$ cat src/rtl/movdec_pkg.sv
package movdec_pkg;

    localparam int unsigned IMM_W     = 32;
    localparam int unsigned IMM_BYTES = IMM_W / 8;
    localparam int unsigned CNT_W     = $clog2(IMM_BYTES) + 1;
    localparam logic [7:0]  PFX_OPSIZE = 8'h66;
    localparam logic [2:0]  CODE_SEG   = 3'd1;

    typedef enum logic [1:0] {SZ_BYTE = 2'd0, SZ_WORD = 2'd1, SZ_DWORD = 2'd2} opsize_e;
    typedef enum logic [1:0] {SRC_GPR = 2'd0, SRC_IMM = 2'd1, SRC_SREG = 2'd2, SRC_MOFFS = 2'd3} srckind_e;
    typedef enum logic [1:0] {ST_OPC = 2'd0, ST_MODRM = 2'd1, ST_TAIL = 2'd2} dstate_e;

    // Per-instruction attributes kept from the opcode byte until the record goes out.
    typedef struct packed {
        logic             dir;
        logic             seg_dst;
        logic             grp0;
        opsize_e          size;
        srckind_e         src;
        logic [CNT_W-1:0] len;
    } opinfo_t;

    function automatic logic [CNT_W-1:0] size_bytes(opsize_e s);
        case (s)
            SZ_BYTE: return CNT_W'(1);
            SZ_WORD: return CNT_W'(2);
            default: return CNT_W'(4);
        endcase
    endfunction

endpackage

$ cat src/rtl/movdec_classify.sv
module movdec_classify
    import movdec_pkg::*;
(
    input  logic [7:0] opc,
    input  logic       wide,
    input  logic       a32,
    output logic       known,
    output logic       has_modrm,
    output logic       reg_in_opc,
    output opinfo_t    info
);
    opsize_e full_sz;
    opsize_e bit0_sz;

    always_comb begin
        full_sz    = wide ? SZ_DWORD : SZ_WORD;
        bit0_sz    = opc[0] ? full_sz : SZ_BYTE;
        known      = 1'b0;
        has_modrm  = 1'b0;
        reg_in_opc = 1'b0;
        info       = '0;
        casez (opc)
            8'b1000_10??: begin
                known = 1'b1; has_modrm = 1'b1;
                info.dir = opc[1]; info.size = bit0_sz; info.src = SRC_GPR;
            end
            8'h8C: begin
                known = 1'b1; has_modrm = 1'b1;
                info.size = SZ_WORD; info.src = SRC_SREG;
            end
            8'h8E: begin
                known = 1'b1; has_modrm = 1'b1;
                info.dir = 1'b1; info.seg_dst = 1'b1;
                info.size = SZ_WORD; info.src = SRC_GPR;
            end
            8'b1010_00??: begin
                known = 1'b1;
                info.dir = ~opc[1]; info.size = bit0_sz; info.src = SRC_MOFFS;
                info.len = a32 ? CNT_W'(4) : CNT_W'(2);
            end
            8'b1011_????: begin
                known = 1'b1; reg_in_opc = 1'b1;
                info.dir  = 1'b1;
                info.size = opc[3] ? full_sz : SZ_BYTE;
                info.src  = SRC_IMM;
                info.len  = size_bytes(opc[3] ? full_sz : SZ_BYTE);
            end
            8'b1100_011?: begin
                known = 1'b1; has_modrm = 1'b1;
                info.grp0 = 1'b1; info.size = bit0_sz; info.src = SRC_IMM;
                info.len  = size_bytes(bit0_sz);
            end
            default: ;
        endcase
    end
endmodule

$ cat src/rtl/movdec_lecat.sv
module movdec_lecat
    import movdec_pkg::*;
(
    input  logic             clk,
    input  logic             rst,
    input  logic             clr,
    input  logic             load,
    input  logic [CNT_W-1:0] idx,
    input  logic [7:0]       din,
    output logic [IMM_W-1:0] acc_nxt
);
    logic [IMM_W-1:0] acc;

    // One lane per byte position; the lane picked by idx takes the new byte.
    for (genvar g = 0; g < IMM_BYTES; g++) begin : g_lane
        assign acc_nxt[8*g +: 8] = (load && idx == CNT_W'(g)) ? din : acc[8*g +: 8];
    end

    always_ff @(posedge clk) begin
        if (rst || clr) acc <= '0;
        else            acc <= acc_nxt;
    end
endmodule

$ cat src/rtl/mov_byte_decoder.sv
module mov_byte_decoder
    import movdec_pkg::*;
(
    input  logic             clk,
    input  logic             rst,
    input  logic             in_valid,
    input  logic [7:0]       in_byte,
    input  logic             op_size32,
    input  logic             addr_size32,
    output logic             out_valid,
    output logic             out_fault,
    output logic             out_dir,
    output logic [1:0]       out_size,
    output logic [1:0]       out_src,
    output logic             out_seg,
    output logic [2:0]       out_reg,
    output logic [IMM_W-1:0] out_imm
);
    dstate_e          state;
    logic             pfx;
    opinfo_t          info_q;
    logic [2:0]       dst_q;
    logic [CNT_W-1:0] cnt_q;

    logic             c_known, c_modrm, c_rin;
    opinfo_t          c_info;
    logic [IMM_W-1:0] acc_nxt;
    logic [2:0]       sel_reg, sel_rm, modrm_dst;
    logic             modrm_bad, tail_last;

    movdec_classify u_cls (
        .opc        (in_byte),
        .wide       (op_size32 ^ pfx),
        .a32        (addr_size32),
        .known      (c_known),
        .has_modrm  (c_modrm),
        .reg_in_opc (c_rin),
        .info       (c_info)
    );

    movdec_lecat u_cat (
        .clk     (clk),
        .rst     (rst),
        .clr     (in_valid && state == ST_OPC),
        .load    (in_valid && state == ST_TAIL),
        .idx     (cnt_q),
        .din     (in_byte),
        .acc_nxt (acc_nxt)
    );

    assign sel_reg   = in_byte[5:3];
    assign sel_rm    = in_byte[2:0];
    assign modrm_dst = info_q.dir ? sel_reg : sel_rm;
    assign modrm_bad = (info_q.grp0 && sel_reg != 3'd0) ||
                       (info_q.seg_dst && sel_reg == CODE_SEG);
    assign tail_last = (cnt_q == info_q.len - CNT_W'(1));

    always_ff @(posedge clk) begin
        if (rst) begin
            state     <= ST_OPC;
            pfx       <= 1'b0;
            info_q    <= '0;
            dst_q     <= '0;
            cnt_q     <= '0;
            out_valid <= 1'b0;
            out_fault <= 1'b0;
            out_dir   <= 1'b0;
            out_size  <= '0;
            out_src   <= '0;
            out_seg   <= 1'b0;
            out_reg   <= '0;
            out_imm   <= '0;
        end else begin
            out_valid <= 1'b0;
            out_fault <= 1'b0;
            if (in_valid) begin
                unique case (state)
                    ST_OPC: begin
                        if (in_byte == PFX_OPSIZE) begin
                            pfx <= 1'b1;
                        end else begin
                            pfx <= 1'b0;
                            if (!c_known) begin
                                out_fault <= 1'b1;
                            end else begin
                                info_q <= c_info;
                                dst_q  <= c_rin ? in_byte[2:0] : 3'd0;
                                cnt_q  <= '0;
                                state  <= c_modrm ? ST_MODRM : ST_TAIL;
                            end
                        end
                    end
                    ST_MODRM: begin
                        if (modrm_bad) begin
                            out_fault <= 1'b1;
                            state     <= ST_OPC;
                        end else if (info_q.len == '0) begin
                            out_valid <= 1'b1;
                            out_dir   <= info_q.dir;
                            out_size  <= info_q.size;
                            out_src   <= info_q.src;
                            out_seg   <= info_q.seg_dst;
                            out_reg   <= modrm_dst;
                            out_imm   <= '0;
                            state     <= ST_OPC;
                        end else begin
                            dst_q <= modrm_dst;
                            state <= ST_TAIL;
                        end
                    end
                    ST_TAIL: begin
                        cnt_q <= cnt_q + CNT_W'(1);
                        if (tail_last) begin
                            out_valid <= 1'b1;
                            out_dir   <= info_q.dir;
                            out_size  <= info_q.size;
                            out_src   <= info_q.src;
                            out_seg   <= info_q.seg_dst;
                            out_reg   <= dst_q;
                            out_imm   <= acc_nxt;
                            state     <= ST_OPC;
                        end
                    end
                    default: state <= ST_OPC;
                endcase
            end
        end
    end

    // a record never spans two cycles
    a_r12_valid_pulse: assert property (@(posedge clk) disable iff (rst)
        out_valid |=> !out_valid);
    // fault and record are exclusive
    a_r9_fault_excl: assert property (@(posedge clk) disable iff (rst)
        !(out_valid && out_fault));
    // code segment is never a load target
    a_r4_no_cs_load: assert property (@(posedge clk) disable iff (rst)
        (out_valid && out_seg) |-> out_reg != CODE_SEG);
    // segment moves are word sized
    a_r3_seg_word: assert property (@(posedge clk) disable iff (rst)
        (out_valid && (out_seg || out_src == SRC_SREG)) |-> out_size == SZ_WORD);
    // offset forms always use the accumulator
    a_r5_moffs_acc: assert property (@(posedge clk) disable iff (rst)
        (out_valid && out_src == SRC_MOFFS) |-> out_reg == 3'd0);
    // idle cycle produces nothing next
    a_r11_idle_quiet: assert property (@(posedge clk) disable iff (rst)
        !in_valid |=> (!out_valid && !out_fault));
    // byte immediates are zero-extended
    a_r10_byte_zext: assert property (@(posedge clk) disable iff (rst)
        (out_valid && out_src == SRC_IMM && out_size == SZ_BYTE) |-> out_imm[IMM_W-1:8] == '0);
endmodule

$ cat config.mk
export PLATFORM = sky130hd
export DESIGN_NAME = mov_byte_decoder
export DESIGN_NICKNAME = d
export VERILOG_FILES = /design/src/rtl/movdec_pkg.sv /design/src/rtl/movdec_classify.sv /design/src/rtl/movdec_lecat.sv /design/src/rtl/mov_byte_decoder.sv
export SDC_FILE = /design/constraint.sdc
export NUM_CORES = 1
export LEC_CHECK = 0
export BUFFER_PORTS_ARGS = -buffer_cell sky130_fd_sc_hd__buf_2
export CORE_AREA = 4 4 124 126
export CTS_BUF_LIST = sky130_fd_sc_hd__clkbuf_4
export DETAILED_ROUTE_END_ITERATION = 10
export DIE_AREA = 0 0 128 130
export PLACE_DENSITY = 0.58
export SLEW_MARGIN = 15
export SYNTH_ARGS = -nofsm -noshare
export SYNTH_HDL_FRONTEND = slang
export SYNTH_SLANG_ARGS = --single-unit
$ cat constraint.sdc
create_clock -name clk -period 2.5 [get_ports clk]
set_clock_uncertainty 0.15 [all_clocks]
set_input_delay 0.25 -clock clk [delete_from_list [all_inputs] [get_ports clk]]
set_output_delay 0.25 -clock clk [all_outputs]
set_load 0.1 [all_outputs]
==> results of run 1 <==
-- per-stage QoR --
stage	worst slack, ns	hold slack [ns]	power [mW]	area (sq um)
after detailed placement	0.06993	0.2891	1.869	4768
after floorplan	0.1248	0.2549	1.760	4222
final	0.03794	0.04485	2.647	5032
after CTS	0.03622	0.0001325	2.649	4921
after global placement	0.1060	0.2960	1.864	4768
after global routing	-0.01175	0.02921	2.777	5032
-- power breakdown --
| part | internal (mW) | switching [mW] |
|---|---|---|
| Combinational | 0.113 | 0.236 |
| Clock | 0.222 | 0.555 |
| Sequential | 1.51 | 0.00825 |
-- final cells by class --
cell class | instances | area (sq um)
Sequential cell | 94 | 1884
Antenna cell | 1 | 2.502
Inverter | 15 | 56.30
Multi-Input combinational cell | 328 | 2151
Clock buffer | 10 | 75.07
Timing Repair Buffer | 87 | 585.6
Clock inverter | 6 | 47.55
Fill cell | 1512 | 9281
Tap cell | 184 | 230.2
-- routing by layer --
| layer | vias up | wire, um | global-route usage | share of wire |
|---|---|---|---|---|
| met5 | - | 0 | 0 | 0 |
| met4 | 0 | 227 | 0.05181 | 0.019 |
| met3 | 16 | 679 | 0.04298 | 0.056 |
| met2 | 108 | 5705 | 0.2227 | 0.47 |
| met1 | 1806 | 5410 | 0.1802 | 0.45 |
| li1 | 1849 | - | - | - |
-- worst min-delay path by stage --
stage	from	end	slack, ns	cells past startpoint
after floorplan	in_byte[6]	u_cat.acc[14]	0.25	2
after global placement	info_q[3]	info_q[3]	0.30	1
after detailed placement	info_q[3]	info_q[3]	0.29	1
after CTS	addr_size32	info_q[1]	0.0001	3
after global routing	in_byte[6]	u_cat.acc[14]	0.03	3
final	in_byte[6]	u_cat.acc[14]	0.04	3
-- logic make-up (layout without fill, tap and decap cells) --
group / after synthesis / in the layout / synth area share
compound gates: 134 / 134 / 0.1841
xor+xnor: 4 / 4 / 0.01186
fa+ha+maj: 10 / 10 / 0.02964
buf+inv: 57 / 118 / 0.05275
flops: 94 / 94 / 0.4458
mux: 34 / 34 / 0.08210
other cells: 0 / 1 / 0
simple gates: 146 / 146 / 0.1938
-- cells in the final DEF (no fill, tap or decap), types with 8 or more instances in the layout --
cell       n
buf_4     24
nand2_1    9
buf_2     55
nor2_1    53
ha_1      10
nand2b_1   8
mux2i_1   29
or4_1     33
o21ai_0   42
clkbuf_4  10
nand3_1   10
dfxtp_1   92
a21oi_1   51
inv_1     15
-- worst reg2reg max path, cell delays in order, from the launching register on --
cell	delay (ns)
dfxtp_2	0.35
inv_1	0.07
ha_1	0.16
xor3_1	0.26
o41a_4	0.54
clkbuf_16	0.20
or4_1	0.50
a21oi_1	0.17
-- repair_timing --
item                       in CTS  in global routing
hold endpoints to repair        3                  1
setup endpoints to repair       0                 31
hold buffers                    3                  1
resized for setup               0                  9
buffers inserted                0                  2
==> metrics.csv, run 1 <==
metric,value,unit
status,"complete, no violations",
Synth top area share,0.4458,
Max Cap Viol,0,
slowest CP cell,o41a_4,
Vias,3779,
DR pass1 iterations,4,
Placer Congestion,0.8895,
post-route clock period utilization,0.9848,
die area,16640,sq um
H-tree depth,3,
post-synthesis register bit count,94,
Yosys top cell by area,dfxtp_1,
"Hold Vio Cnt, Final",0,
Critical Path Start,info_q[0],
Max IR drop VDD,360.6,uV
# port buffers,55,
fmax,0.4062,GHz
row cnt,44,
max-slew violation count,0,
post-DP HPWL,7822,um
async set or reset register ratio after synthesis,0,
TritonCTS buffer count,9,
Root Buffer,clkbuf_4,
first-pass GRT wire length,18330,um
WL/cell,16.58,um
DRC,0,
setup TNS,0,ns
num ports,56,
CTS tree,done,
Initial Util,0.2949,
Worst Tran Pin Value,0.8530,ns
synth cell count leaders,"dfxtp_1 (94), a21oi_1 (55), nor2_1 (53), o21ai_0 (42), clkbuf_1 (37)",
areal power density over the cells,526.0,nW/um^2
chip width,128,um
Core Region,14310,sq um
largest net degree at the start of global routing,70,
drt total wl,12020,um
P_leak,2.054,nW
Syn Std Cell Area,4222,sq um
most frequent cell after synthesis,dfxtp_1,
post-placement cell count,700,
Final Util,0.3516,
Syn Inst Count,479,
register area share after synthesis,0.4458,
ANT nets after route,0,
"Distinct cells, synth",52,
Critical Path Stages,7,
crit-path max FO,17,
Iteration-0 DRC Markers,203,
Final Critical Period,2.462,ns
number of flops mapped to enable cells by yosys,0,
initial antenna violation count,1,
"Clk pin slew, worst setup/hold paths",0.15,ns
kind of start point of the critical path,flip-flop,
synth warn,0,
arrival time at the worst endpoint,2.73,ns
"Critical Path, Cell by Cell",inv_1 -> ha_1 -> xor3_1 -> o41a_4 -> clkbuf_16 -> or4_1 -> a21oi_1,
Worst-Skew Late Latency,0.48,ns
worst r2r path cells,7,
max incr delay on CP,0.54,ns
syn_nets,502,
vias in the first global route,3613,
Area contributors post-synth,"dfxtp_1 (45%), mux2i_1 (6.9%), a21oi_1 (6.5%)",
setup violators final,0,
CP required,2.76,ns
nets,558,
Synth Flop Type,dfxtp_1,
crit path to,out_imm[30],
WS Path Type,flip-flop to flip-flop,
DIE HEIGHT,130,um
Congestion Overflow GR,0,
Bufs and invs on worst path,2,
FF-to-FF setup slack,0.04,ns
FF-to-FF End,out_imm[30],
Worst slew margin,0.4313,
crit end category,flip-flop,
via/cell ratio,5.212,
Post-Syn Area per Cell,8.813,sq um
Worst Hold Class,input port to flip-flop,
Crit path max-delay family,compound AO/OA/AOI/OAI gates,
biggest regs,"out_imm (32), u_cat.acc (32), info_q (10)",
clk buf depth,2,
total track usage,0.1403,
Clock Sinks,94,
reg-to-reg critical path startpoint,info_q[0],
layout cells sized above 1,0.2130,
Layout Cells excl Fill,725,
Area Growth Syn to Fin,19.21,%
No activity file was read; power rests on OpenSTA's default activity.
==> run 2: changes to the inputs <==
Settings changed: CTS_BUF_LIST sky130_fd_sc_hd__clkbuf_4 to sky130_fd_sc_hd__clkbuf_8.
==> metrics.csv, run 2 (synthesis gave the netlist of run 1 again) <==
metric,value,unit
status,"complete, no violations",
CTS tree,done,
fmax,0.4033,GHz
DRC,0,
row cnt,44,
# fillers,1506,
max-slew violation count,0,
crit end category,flip-flop,
biggest regs,"out_imm (32), u_cat.acc (32), info_q (10)",
Congestion Overflow GR,0,
ANT nets after route,0,
"Hold Vio Cnt, Final",0,
final worst setup slack,0.02063,ns
total track usage,0.1388,
crit-path max FO,8,
Worst-Skew Late Latency,0.38,ns
most frequent cells in the layout,"dfxtp_1 (93), buf_2 (55), nor2_1 (53), a21oi_1 (49), o21ai_0 (42)",
clk buf depth,2,
"most common cell after layout, fill and taps aside",dfxtp_1,
nets,558,
drt total wl,12370,um
post-route clock period utilization,0.9917,
initial antenna violation count,0,
num ports,56,
DIE HEIGHT,130,um
Worst Tran Pin Value,0.8382,ns
setup violators final,0,
Clock Sinks,94,
H-tree depth,3,
Core Region,14310,sq um
Max Cap Viol,0,
P_leak,2.110,nW
"Clk pin slew, worst setup/hold paths",0.10,ns
via/cell ratio,5.311,
"worst slack, placed",0.06993,ns
TritonCTS buffer count,9,
hold buffer count at cts,0,
chip width,128,um
Root Buffer,clkbuf_8,
WL/cell,17.09,um
# port buffers,55,
CP required,2.65,ns
RSZ-0062 raised after global routing,true,
Worst Hold Class,input port to flip-flop,
areal power density over the cells,554.6,nW/um^2
first-pass GRT wire length,18290,um
Worst slew margin,0.4412,
kind of start point of the critical path,flip-flop,
Area Growth Syn to Fin,22.29,%
ANT cells,0,
Max IR drop VDD,231.3,uV
Initial Util,0.2949,
DR pass1 iterations,5,
post-DP HPWL,7822,um
largest net degree at the start of global routing,70,
Vias,3845,
layout cells sized above 1,0.2333,
Placer Congestion,0.8895,
arrival time at the worst endpoint,2.63,ns
vias in the first global route,3600,
WS Path Type,flip-flop to flip-flop,
die area,16640,sq um
Overall Power,2.863,mW
Final Critical Period,2.479,ns
Iteration-0 DRC Markers,233,
run 2: cell types whose count changed in the layout (fill, tap and decap cells not counted), moves of 2 or more:
| cell | delta |
|---|---|
| dlygate4sd3_1 | -4 |
| a21oi_2 | +2 |
| or4_4 | +2 |
| clkbuf_16 | +2 |
| a21oi_1 | -2 |
| buf_6 | +3 |
| clkbuf_8 | +10 |
| or4_1 | -2 |
| clkbuf_4 | -10 |
| inv_2 | +2 |
run 2: worst max-delay path, stage by stage (launching register included):
cell	delay, ns
dfxtp_2	0.33
inv_2	0.07
ha_1	0.16
xor3_1	0.26
o41a_4	0.56
clkbuf_16	0.20
or4_1	0.50
a21oi_1	0.17
run 2: final timing paths:
kind / slack, ns / depth (start not counted) / to / startpoint
worst max-delay path: 0.02 / 7 / out_imm[30] / info_q[0]
worst min register to register: 0.31 / 1 / info_q[3] / info_q[3]
worst max register to register: 0.02 / 7 / out_imm[30] / info_q[0]
worst min-delay path: 0.08 / 3 / u_cat.acc[4] / in_byte[4]
run 2: repair_timing:
item | in CTS | in global routing
resized for setup | 0 | 16
buffers inserted | 0 | 1
endpoints found under the setup margin | 0 | 30
run 2: layer usage:
| layer | share of wire | wire [um] | global-route usage | up-vias |
|---|---|---|---|---|
| li1 | - | - | - | 1846 |
| met1 | 0.45 | 5506 | 0.1784 | 1851 |
| met2 | 0.47 | 5861 | 0.2243 | 132 |
| met3 | 0.062 | 764 | 0.03316 | 16 |
| met4 | 0.019 | 240 | 0.05743 | 0 |
| met5 | 0 | 0 | 0 | - |
run 2: per-stage QoR:
stage	std cells	hold slack (ns)	util	cell area, sq um	setup TNS, ns
4_1_cts	716	0.05533	0.3461	4954	0
3_3_place_gp	700	0.2960	0.3331	4768	0
6_report	724	0.07690	0.3607	5162	0
2_1_floorplan	479	0.2549	-	4222	0
3_5_place_dp	700	0.2891	0.3331	4768	0
5_1_grt	724	0.1090	0.3607	5162	-0.3913
run 2: cell type report:
class | count | area [sq um] | area share
clock buffers | 10 | 137.6 | 0.02666
repair buffers | 87 | 621.8 | 0.1205
well taps | 184 | 230.2 | 0.04460
multi-input cells | 328 | 2186 | 0.4234
inverters | 15 | 56.30 | 0.01091
flip-flops and latches | 94 | 1883 | 0.3648
clock inverters | 6 | 47.55 | 0.009210
run 2: power breakdown:
part	leakage [nW]	switching, mW	internal, mW
Combinational	1.26	0.247	0.128
Sequential	0.758	0.00834	1.51
Clock	0.0918	0.574	0.396
